<file path="config.mk">
export PLATFORM = sky130hd
export DESIGN_NAME = mdio_mgmt_master
export DESIGN_NICKNAME = d
export VERILOG_FILES = /design/src/rtl/mdio_mgmt_pkg.sv /design/src/rtl/mdio_mdc_gen.sv /design/src/rtl/mdio_frame_engine.sv /design/src/rtl/mdio_mgmt_master.sv
export SDC_FILE = /design/constraint.sdc
export NUM_CORES = 1
export LEC_CHECK = 0
export ABC_AREA = 1
export CAP_MARGIN = 0
export CORE_MARGIN = 1
export CORE_UTILIZATION = 57
export CTS_BUF_LIST = sky130_fd_sc_hd__clkbuf_16
export CTS_CLUSTER_SIZE = 16
export DETAILED_ROUTE_END_ITERATION = 12
export DONT_BUFFER_PORTS = 1
export GPL_TIMING_DRIVEN = 0
export HOLD_SLACK_MARGIN = 0.1
export PLACE_DENSITY_LB_ADDON = 0.2
export SLEW_MARGIN = 10
export SYNTH_ARGS = -nofsm -noshare
export SYNTH_HDL_FRONTEND = slang
export SYNTH_SLANG_ARGS = --single-unit
</file>
<file path="constraint.sdc">
create_clock -name clk -period 1.3 [get_ports clk]
set_input_delay 0.26 -clock clk [delete_from_list [all_inputs] [get_ports clk]]
set_output_delay 0.26 -clock clk [all_outputs]
set_load 0.005 [all_outputs]
</file>
<file path="src/rtl/mdio_mgmt_pkg.sv">
package mdio_mgmt_pkg;

  localparam int unsigned CMD_W    = 32;
  localparam int unsigned DATA_W   = 16;
  localparam int unsigned DONE_BIT = 12;
  localparam logic [1:0]  OP_READ  = 2'b10;

  localparam int unsigned A_CMD  = 0;
  localparam int unsigned A_STAT = 1;
  localparam int unsigned A_IEN  = 2;

  // opcode field sits in bits 29:28 of the command word
  function automatic logic is_read_op(input logic [CMD_W-1:0] cmd);
    return cmd[29:28] == OP_READ;
  endfunction

  // value on the wire for frame position idx (0 = first preamble bit)
  function automatic logic frame_bit(input logic [CMD_W-1:0] cmd,
                                     input int unsigned idx,
                                     input int unsigned pre_len);
    logic [4:0] pos;
    if (idx < pre_len) return 1'b1;
    pos = 5'(31 - (idx - pre_len));
    return cmd[pos];
  endfunction

  // first frame position the master no longer drives during a read
  function automatic int unsigned release_pos(input int unsigned pre_len);
    return pre_len + 15;
  endfunction

  // first frame position carrying read data
  function automatic int unsigned data_pos(input int unsigned pre_len);
    return pre_len + 16;
  endfunction

endpackage

</file>
<file path="src/rtl/mdio_mdc_gen.sv">
module mdio_mdc_gen #(
  parameter int unsigned HALF_DIV = 4
) (
  input  logic clk,
  input  logic rst_n,
  input  logic run,
  output logic mdc,
  output logic rise_tick,
  output logic fall_tick
);
  localparam int unsigned CW = (HALF_DIV > 1) ? $clog2(HALF_DIV) : 1;

  logic [CW-1:0] cnt_q;
  logic          mdc_q;
  logic          term;

  assign term      = (cnt_q == CW'(HALF_DIV - 1));
  assign rise_tick = run && term && !mdc_q;
  assign fall_tick = run && term &&  mdc_q;
  assign mdc       = mdc_q;

  always_ff @(posedge clk or negedge rst_n) begin
    if (!rst_n) begin
      cnt_q <= '0;
      mdc_q <= 1'b0;
    end else if (!run) begin
      cnt_q <= '0;
      mdc_q <= 1'b0;
    end else if (term) begin
      cnt_q <= '0;
      mdc_q <= !mdc_q;
    end else begin
      cnt_q <= cnt_q + CW'(1);
    end
  end
endmodule

</file>
<file path="src/rtl/mdio_frame_engine.sv">
module mdio_frame_engine
  import mdio_mgmt_pkg::*;
#(
  parameter int unsigned PRE_LEN = 32,
  localparam int unsigned FRAME_LEN = PRE_LEN + CMD_W,
  localparam int unsigned IW = $clog2(FRAME_LEN)
) (
  input  logic              clk,
  input  logic              rst_n,
  input  logic              start,
  input  logic [CMD_W-1:0]  cmd,
  input  logic              rise_tick,
  input  logic              fall_tick,
  input  logic              mdio_i,
  output logic              busy,
  output logic [IW-1:0]     bit_idx,
  output logic              mdio_o,
  output logic              mdio_oe,
  output logic              done_pulse,
  output logic [DATA_W-1:0] rd_data
);
  logic              busy_q;
  logic [IW-1:0]     idx_q;
  logic [DATA_W-1:0] shift_q;
  logic              last_bit;
  logic              released;
  logic              in_data;

  assign last_bit   = (idx_q == IW'(FRAME_LEN - 1));
  assign in_data    = is_read_op(cmd) && (idx_q >= IW'(data_pos(PRE_LEN)));
  assign released   = busy_q && is_read_op(cmd) &&
                      (idx_q >= IW'(release_pos(PRE_LEN)));
  assign done_pulse = busy_q && fall_tick && last_bit;

  assign busy    = busy_q;
  assign bit_idx = idx_q;
  assign rd_data = shift_q;
  assign mdio_oe = busy_q && !released;
  assign mdio_o  = busy_q ? frame_bit(cmd, 32'(idx_q), PRE_LEN) : 1'b1;

  always_ff @(posedge clk or negedge rst_n) begin
    if (!rst_n) begin
      busy_q  <= 1'b0;
      idx_q   <= '0;
      shift_q <= '0;
    end else if (!busy_q) begin
      if (start) begin
        busy_q  <= 1'b1;
        idx_q   <= '0;
        shift_q <= '0;
      end
    end else begin
      if (rise_tick && in_data)
        shift_q <= {shift_q[DATA_W-2:0], mdio_i};
      if (fall_tick) begin
        if (last_bit) busy_q <= 1'b0;
        else          idx_q  <= idx_q + IW'(1);
      end
    end
  end
endmodule

</file>
<file path="src/rtl/mdio_mgmt_master.sv">
module mdio_mgmt_master
  import mdio_mgmt_pkg::*;
#(
  parameter int unsigned HALF_DIV = 4,
  parameter int unsigned PRE_LEN  = 32,
  parameter int unsigned ADDR_W   = 2
) (
  input  logic              clk,
  input  logic              rst_n,
  input  logic              reg_wr,
  input  logic [ADDR_W-1:0] reg_addr,
  input  logic [31:0]       reg_wdata,
  output logic [31:0]       reg_rdata,
  input  logic              mdio_i,
  output logic              mdc,
  output logic              mdio_o,
  output logic              mdio_oe,
  output logic              irq
);
  localparam int unsigned IW = $clog2(PRE_LEN + CMD_W);

  logic [CMD_W-1:0]  cmd_q;
  logic              done_q;
  logic              ien_q;

  logic              eng_busy;
  logic [IW-1:0]     eng_idx;
  logic              rise_tick;
  logic              fall_tick;
  logic              done_pulse;
  logic [DATA_W-1:0] rd_data;

  logic              sel_cmd, sel_stat, sel_ien;
  logic              cmd_accept;
  logic              stat_clr;

  assign sel_cmd    = (reg_addr == ADDR_W'(A_CMD));
  assign sel_stat   = (reg_addr == ADDR_W'(A_STAT));
  assign sel_ien    = (reg_addr == ADDR_W'(A_IEN));
  assign cmd_accept = reg_wr && sel_cmd && !eng_busy;
  assign stat_clr   = reg_wr && sel_stat && reg_wdata[DONE_BIT];

  mdio_mdc_gen #(.HALF_DIV(HALF_DIV)) clkgen_i (
    .clk       (clk),
    .rst_n     (rst_n),
    .run       (eng_busy),
    .mdc       (mdc),
    .rise_tick (rise_tick),
    .fall_tick (fall_tick)
  );

  mdio_frame_engine #(.PRE_LEN(PRE_LEN)) engine_i (
    .clk        (clk),
    .rst_n      (rst_n),
    .start      (cmd_accept),
    .cmd        (cmd_q),
    .rise_tick  (rise_tick),
    .fall_tick  (fall_tick),
    .mdio_i     (mdio_i),
    .busy       (eng_busy),
    .bit_idx    (eng_idx),
    .mdio_o     (mdio_o),
    .mdio_oe    (mdio_oe),
    .done_pulse (done_pulse),
    .rd_data    (rd_data)
  );

  always_ff @(posedge clk or negedge rst_n) begin
    if (!rst_n) begin
      cmd_q <= '0;
    end else if (cmd_accept) begin
      cmd_q <= reg_wdata;
    end else if (done_pulse && is_read_op(cmd_q)) begin
      cmd_q[DATA_W-1:0] <= rd_data;
    end
  end

  always_ff @(posedge clk or negedge rst_n) begin
    if (!rst_n)          done_q <= 1'b0;
    else if (done_pulse) done_q <= 1'b1;
    else if (stat_clr)   done_q <= 1'b0;
  end

  always_ff @(posedge clk or negedge rst_n) begin
    if (!rst_n)                 ien_q <= 1'b0;
    else if (reg_wr && sel_ien) ien_q <= reg_wdata[DONE_BIT];
  end

  always_comb begin
    reg_rdata = '0;
    if (sel_cmd)       reg_rdata = cmd_q;
    else if (sel_stat) reg_rdata[DONE_BIT] = done_q;
    else if (sel_ien)  reg_rdata[DONE_BIT] = ien_q;
  end

  assign irq = done_q && ien_q;
endmodule

</file>
==> results.cfg, run 1 <==
[place]
dp_hpwl_mm = 5.66
place_congestion = 0.913
port_buffers = 0

[run]
maxCapViolCount = 0

[sta]
max_freq_mhz = 539
slew_headroom_pct = 64.6
hold_viol_final = 60
skew_ps = 3.91
finalCritPeriodShare_pct = 143
grt_setup_unrepaired = true
finalSetupTns_ps = -9430
hold-worst-slack_ps = -378
worstMarginPinSlew_ps = 531
min_period_ps = 1850
fin_ws_ps = -554
setup_viol = 48
slew_violations = 0

[synthesis]
synth.ff_latch_count = 60
synth_nets = 450
yosysWarnings = 0
syn_area_per_cell_um2 = 8.04
ys_async_sr_fraction_pct = 100
yosysUniqueCellTypes = 35
synth_edf_count = 0
synth_area_um2 = 3300
synthFlopType = dfrtp_1
seq_area_frac_synth_pct = 45.5
syn-instance-count = 410

[power_and_ir_drop]
power_frac_clock_pct = 24.6
vdd_drop_max_uv = 1160
power_density_nw_per_um2 = 1730
p_int_uw = 5160
power_uw = 8440
combinationalPowerShare_pct = 41.9
swShare_pct = 38.8
p_sw_uw = 3280
seq_power_share_pct = 33.5
p_leak_uw = 0.00225

[detailed_routing]
num_vias = 3447
vias_per_cell = 6.16
drtIter0Drc = 434
ant_nets = 0
drt_first_pass_iters = 5
routedWlPerCell_um = 21.0
routed_wl_mm = 11.8
drcViolationCount = 0

[grt]
grt_start_max_net_pins = 61
grt_antenna_before_repair = 0
grt_pass1_wl_mm = 15.2
grt_pass1_vias = 3081
grt.overflow.total = 0
grt_usage_pct = 33.5

[die]
core_um2 = 5540
dieArea_um2 = 6090
io_pins = 74
start_util_pct = 59.5
die_height_um = 78.1
die_x_um = 78.1
rows = 27

[clocking]
clk_pin_slew_worst_paths_ps = 50
clk_latency_ps = 330
root_buffer = clkbuf_16
hold_buffers = 27
numClockSinks = 60
cts_tree = yes
cts_made_buffers = 9
htreeDepth = 3
cts_max_path_buffers = 2

[worst_setup_path]
reg2reg_slack_ps = -390
reg2reg_from = engine_i.bit_idx[0]
rr_worst_depth = 11
critPathSlowestCell = dfrtp_2
critPathMaxStageDelay_ps = 440
cp_num_buf_inv = 2
worstSetupPathType = flip-flop to output port
r2r_end = cmd_q[10]
crit_chain = inv_2 -> buf_6 -> nand2_1 -> nand3_1 -> nand3_2 -> nand3_2 -> nand3_2 -> nand2_2 -> nand2_2
crit_family = simple AND/OR/NAND/NOR gates
cp.arrival_ps = 1590
cp-end-kind = output port
cp.required_ps = 1040
crit_top_cell = nand3_2
startpoint_type = flip-flop
path_max_fanout = 5

[final_layout]
layout-drive-gt1-share_pct = 37.7
utilization_pct = 88.2
final_nets = 523
fill_cells = 254
final_cell_mix = nand2_1 (70), dfrtp_1 (57), inv_1 (55)
antennaDiodeCount = 0
area_delta_synth_final_pct = 48.2
final_common_cell = nand2_1

[hold_path]
min_path_type = input pin to async pin

[status]
violations = negative hold slack, negative setup slack
status = finished with violations
-- kinds of logic after synthesis --
logic type | count (synthesis) | share of synthesized area (%)
flip-flops | 60 | 45.5
XOR/XNOR | 1 | 0.266
buffers and inverters | 83 | 11.8
AND/OR/NAND/NOR | 201 | 27.3
multiplexers | 1 | 0.342
adder cells (fa/ha/maj) | 2 | 0.759
AO/OA/AOI/OAI | 62 | 14.0
-- metal layers --
metal | share of wire [%] | vias to the layer above | GRT usage, %
li1 | - | 1471 | -
met1 | 35 | 1668 | 39.6
met2 | 52 | 243 | 58.6
met3 | 7.7 | 65 | 5.35
met4 | 5.7 | 0 | 17.6
met5 | 0 | - | 0
-- repair_timing --
action                                  in CTS  in global routing
resized for setup                           61                109
pin swaps                                    4                 15
hold endpoints to repair                    88                 60
cloned                                       5                  0
setup buffers                               11                 19
endpoints found under the setup margin      58                 61
-- state kept, by name, summed over array words and instances, names as in the netlist --
name	flops
engine_i.bit_idx	6
cmd_q	32
clkgen_i.mdc	1
ien_q	1
engine_i.busy	1
clkgen_i.cnt_q	2
engine_i.rd_data	16
done_q	1
-- layout make-up --
| cell class | instances | area, µm² | share of cell area [%] |
|---|---|---|---|
| Buffer | 21 | 239 | 4.89 |
| Clock buffer | 9 | 225 | 4.61 |
| Clock inverter | 7 | 28.8 | 0.589 |
| Inverter | 62 | 265 | 5.43 |
| Multi-Input combinational cell | 267 | 1880 | 38.4 |
| Sequential cell | 60 | 1510 | 30.8 |
| Tap cell | 72 | 90.1 | 1.84 |
| Timing Repair Buffer | 62 | 657 | 13.4 |
-- worst max path at each step --
| stage | start | end | cells after the start |
|---|---|---|---|
| floorplan | engine_i.bit_idx[0] | cmd_q[11] | 9 |
| global route | engine_i.bit_idx[0] | mdio_o | 9 |
| detailed placement | engine_i.bit_idx[0] | mdio_o | 9 |
| finish | engine_i.bit_idx[0] | mdio_o | 9 |
| global placement | engine_i.bit_idx[0] | mdio_o | 8 |
| CTS | engine_i.bit_idx[0] | mdio_o | 9 |
-- power groups by stage --
stage          Sequential (µW)  Combinational [µW]  Clock (µW)
2_1_floorplan             2660                1790           0
3_3_place_gp              2690                2210           0
3_5_place_dp              2720                2250           0
4_1_cts                   2730                2690        2040
5_1_grt                   2870                3790        2130
6_report                  2830                3540        2080
-- cells in the mapped netlist (5+ instances only) --
| cell | number | area share [%] |
|---|---|---|
| nand2_2 | 5 | 0.95 |
| o31ai_2 | 7 | 2.7 |
| nand3_1 | 55 | 8.3 |
| o211ai_1 | 5 | 1.1 |
| o21ai_1 | 18 | 2.7 |
| buf_2 | 5 | 0.76 |
| inv_1 | 55 | 6.3 |
| o21ai_0 | 15 | 2.3 |
| nor2_1 | 36 | 4.1 |
| o211ai_2 | 10 | 3.8 |
| clkbuf_1 | 5 | 0.57 |
| nand2_1 | 95 | 11 |
| buf_6 | 5 | 1.7 |
| dfrtp_1 | 60 | 46 |
-- per-stage QoR --
| stage | setup WS (ps) | cells | instance area (µm²) |
|---|---|---|---|
| 3_5_place_dp | -324 | 482 | 3390 |
| 2_1_floorplan | -79.3 | 410 | 3300 |
| 6_report | -554 | 560 | 4890 |
| 5_1_grt | -604 | 560 | 4890 |
| 4_1_cts | -487 | 541 | 4300 |
| 3_3_place_gp | -329 | 482 | 3390 |
Power figures use the tool's default switching activity.
==> run 2, diff against run 1 <==
--- a/config.mk
+++ b/config.mk
@@ -15,7 +15,7 @@
 export DONT_BUFFER_PORTS = 1
 export GPL_TIMING_DRIVEN = 0
 export HOLD_SLACK_MARGIN = 0.1
-export PLACE_DENSITY_LB_ADDON = 0.2
+export PLACE_DENSITY_LB_ADDON = 0.25
 export SLEW_MARGIN = 10
 export SYNTH_ARGS = -nofsm -noshare
 export SYNTH_HDL_FRONTEND = slang
==> run 2 against run 1 <==
  * The flow still finishes with violations (negative hold slack, negative setup slack)
  * Final cell count down 1.4%
  * Non-clock buffer count down 6
  * Register-to-register slack better by 60 ps
  * Sequential share of layout area up 0.69 points
  * Critical path depth unchanged
  * Worst setup slack worse by 5.5 ps
  * Wire length down 7.7%
  * Clock skew up 3.6 ps
  * Worst hold slack worse by 2.1 ps
  * Via count down 4.9%
  * Critical endpoint unchanged
  * Largest cell class unchanged
  * Highest routed layer unchanged
==> results.cfg, run 2 (synthesis results as in run 1) <==
[worst_setup_path]
rr_worst_depth = 11
crit_top_cell = nand3_2
cp-end-kind = output port
worstSetupPathType = flip-flop to output port
startpoint_type = flip-flop
critPathSlowestCell = dfrtp_1
r2r_end = cmd_q[8]
crit_family = simple AND/OR/NAND/NOR gates
cp.required_ps = 1040
cp.arrival_ps = 1600
critPathMaxStageDelay_ps = 420
crit_chain = inv_2 -> buf_6 -> nand2_1 -> nand3_2 -> nand3_2 -> nand3_1 -> nand3_2 -> nand2_2 -> nand2_2
cp_num_buf_inv = 2
path_max_fanout = 5
reg2reg_slack_ps = -330
reg2reg_from = engine_i.bit_idx[0]

[clocking]
cts_made_buffers = 9
cts_max_path_buffers = 2
numClockSinks = 60
hold_buffers = 29
root_buffer = clkbuf_16
htreeDepth = 3
clk_latency_ps = 330
clk_pin_slew_worst_paths_ps = 50
cts_tree = yes

[detailed_routing]
routed_wl_mm = 10.9
vias_per_cell = 5.94
num_vias = 3278
drtIter0Drc = 285
drcViolationCount = 0
drt_first_pass_iters = 5
routedWlPerCell_um = 19.7
ant_nets = 0

[die]
io_pins = 74
rows = 27
core_um2 = 5540
start_util_pct = 59.5
dieArea_um2 = 6090
die_height_um = 78.1
die_x_um = 78.1

[power_and_ir_drop]
p_leak_uw = 0.00220
vdd_drop_max_uv = 1220
power_uw = 8340
power_density_nw_per_um2 = 1750

[grt]
grt_pass1_vias = 3195
grt_antenna_before_repair = 0
grt_usage_pct = 34.2
grt_pass1_wl_mm = 15.6
grt_start_max_net_pins = 61
grt.overflow.total = 0

[final_layout]
final_cell_mix = nand2_1 (72), dfrtp_1 (58), inv_1 (51)
regMostFlops = cmd_q
layout-drive-gt1-share_pct = 34.4
largest_reg_flops = 32
antennaDiodeCount = 0
final_nets = 517
final_common_cell = nand2_1
area_delta_synth_final_pct = 44.8

[sta]
slew_violations = 0
grt_setup_unrepaired = true
setup_viol = 46
hold-worst-slack_ps = -380
skew_ps = 7.50
finalCritPeriodShare_pct = 143
slew_headroom_pct = 68.9
hold_viol_final = 60
min_period_ps = 1860
worstMarginPinSlew_ps = 466
fin_ws_ps = -560
max_freq_mhz = 538

[place]
place_ws_ps = -338
place_congestion = 0.861
port_buffers = 0
dp_hpwl_mm = 5.54

[status]
status = finished with violations
violations = negative hold slack, negative setup slack

[hold_path]
min_path_type = input pin to async pin

[run]
maxCapViolCount = 0
[run 2: cell types whose count changed in the layout (fill, tap and decap cells not counted), moves of 4 or more]
cell     before  now
o21ai_1      11   19
buf_6        17   10
o21ai_0      10    4
nand3_1      26   31
inv_1        55   51
nand3_2      27   23
[run 2: routing by layer]
metal  vias to the layer above  global-route usage (%)  part of all wire, %
met1                      1594                    40.6                   38
met4                         0                    18.1                  4.9
met3                        49                    6.16                  7.0
li1                       1457                       -                    -
met5                         -                       0                    0
met2                       178                    58.9                   51
[run 2: metrics by stage]
step	TNS [ps]	utilization [%]	cell area [µm²]	instances
final	-7750	86.2	4770	552
after global routing	-10580	86.2	4770	552
after CTS	-7680	79.7	4420	543
after detailed placement	-7200	61.2	3390	482
after global placement	-5610	61.2	3390	482
after floorplan	-847	-	3300	410
[run 2: area by class of cell]
| class | instances | area, µm² |
|---|---|---|
| timing repair buffer | 58 | 638 |
| clock buffer | 9 | 225 |
| buffer | 19 | 209 |
| tap | 72 | 90.1 |
| multi-input combinational | 267 | 1820 |
| fill | 273 | 766 |
| inverter | 62 | 268 |
| sequential | 60 | 1500 |
| clock inverter | 5 | 21.3 |
[run 2: timing repair]
action,4_1_cts,5_1_grt
gates cloned,5,1
pin swaps,5,17
gates resized for setup,73,80
hold endpoints to repair,90,60
setup endpoints to repair,58,62
setup buffers,13,11
[run 2: power by group]
part           internal, µW  switching, µW
Clock                  1240            804
Combinational          1430           2080
Sequential             2450            332
[run 2: worst max path at each step]
stage | from | endpoint | slack (ps) | cells past startpoint
after CTS | engine_i.bit_idx[0] | mdio_o | -470 | 9
after floorplan | engine_i.bit_idx[0] | cmd_q[11] | -80 | 9
after global placement | engine_i.bit_idx[0] | mdio_o | -320 | 9
after detailed placement | engine_i.bit_idx[0] | mdio_o | -340 | 9
after global routing | engine_i.bit_idx[0] | mdio_o | -610 | 9
final | engine_i.bit_idx[0] | mdio_o | -560 | 9
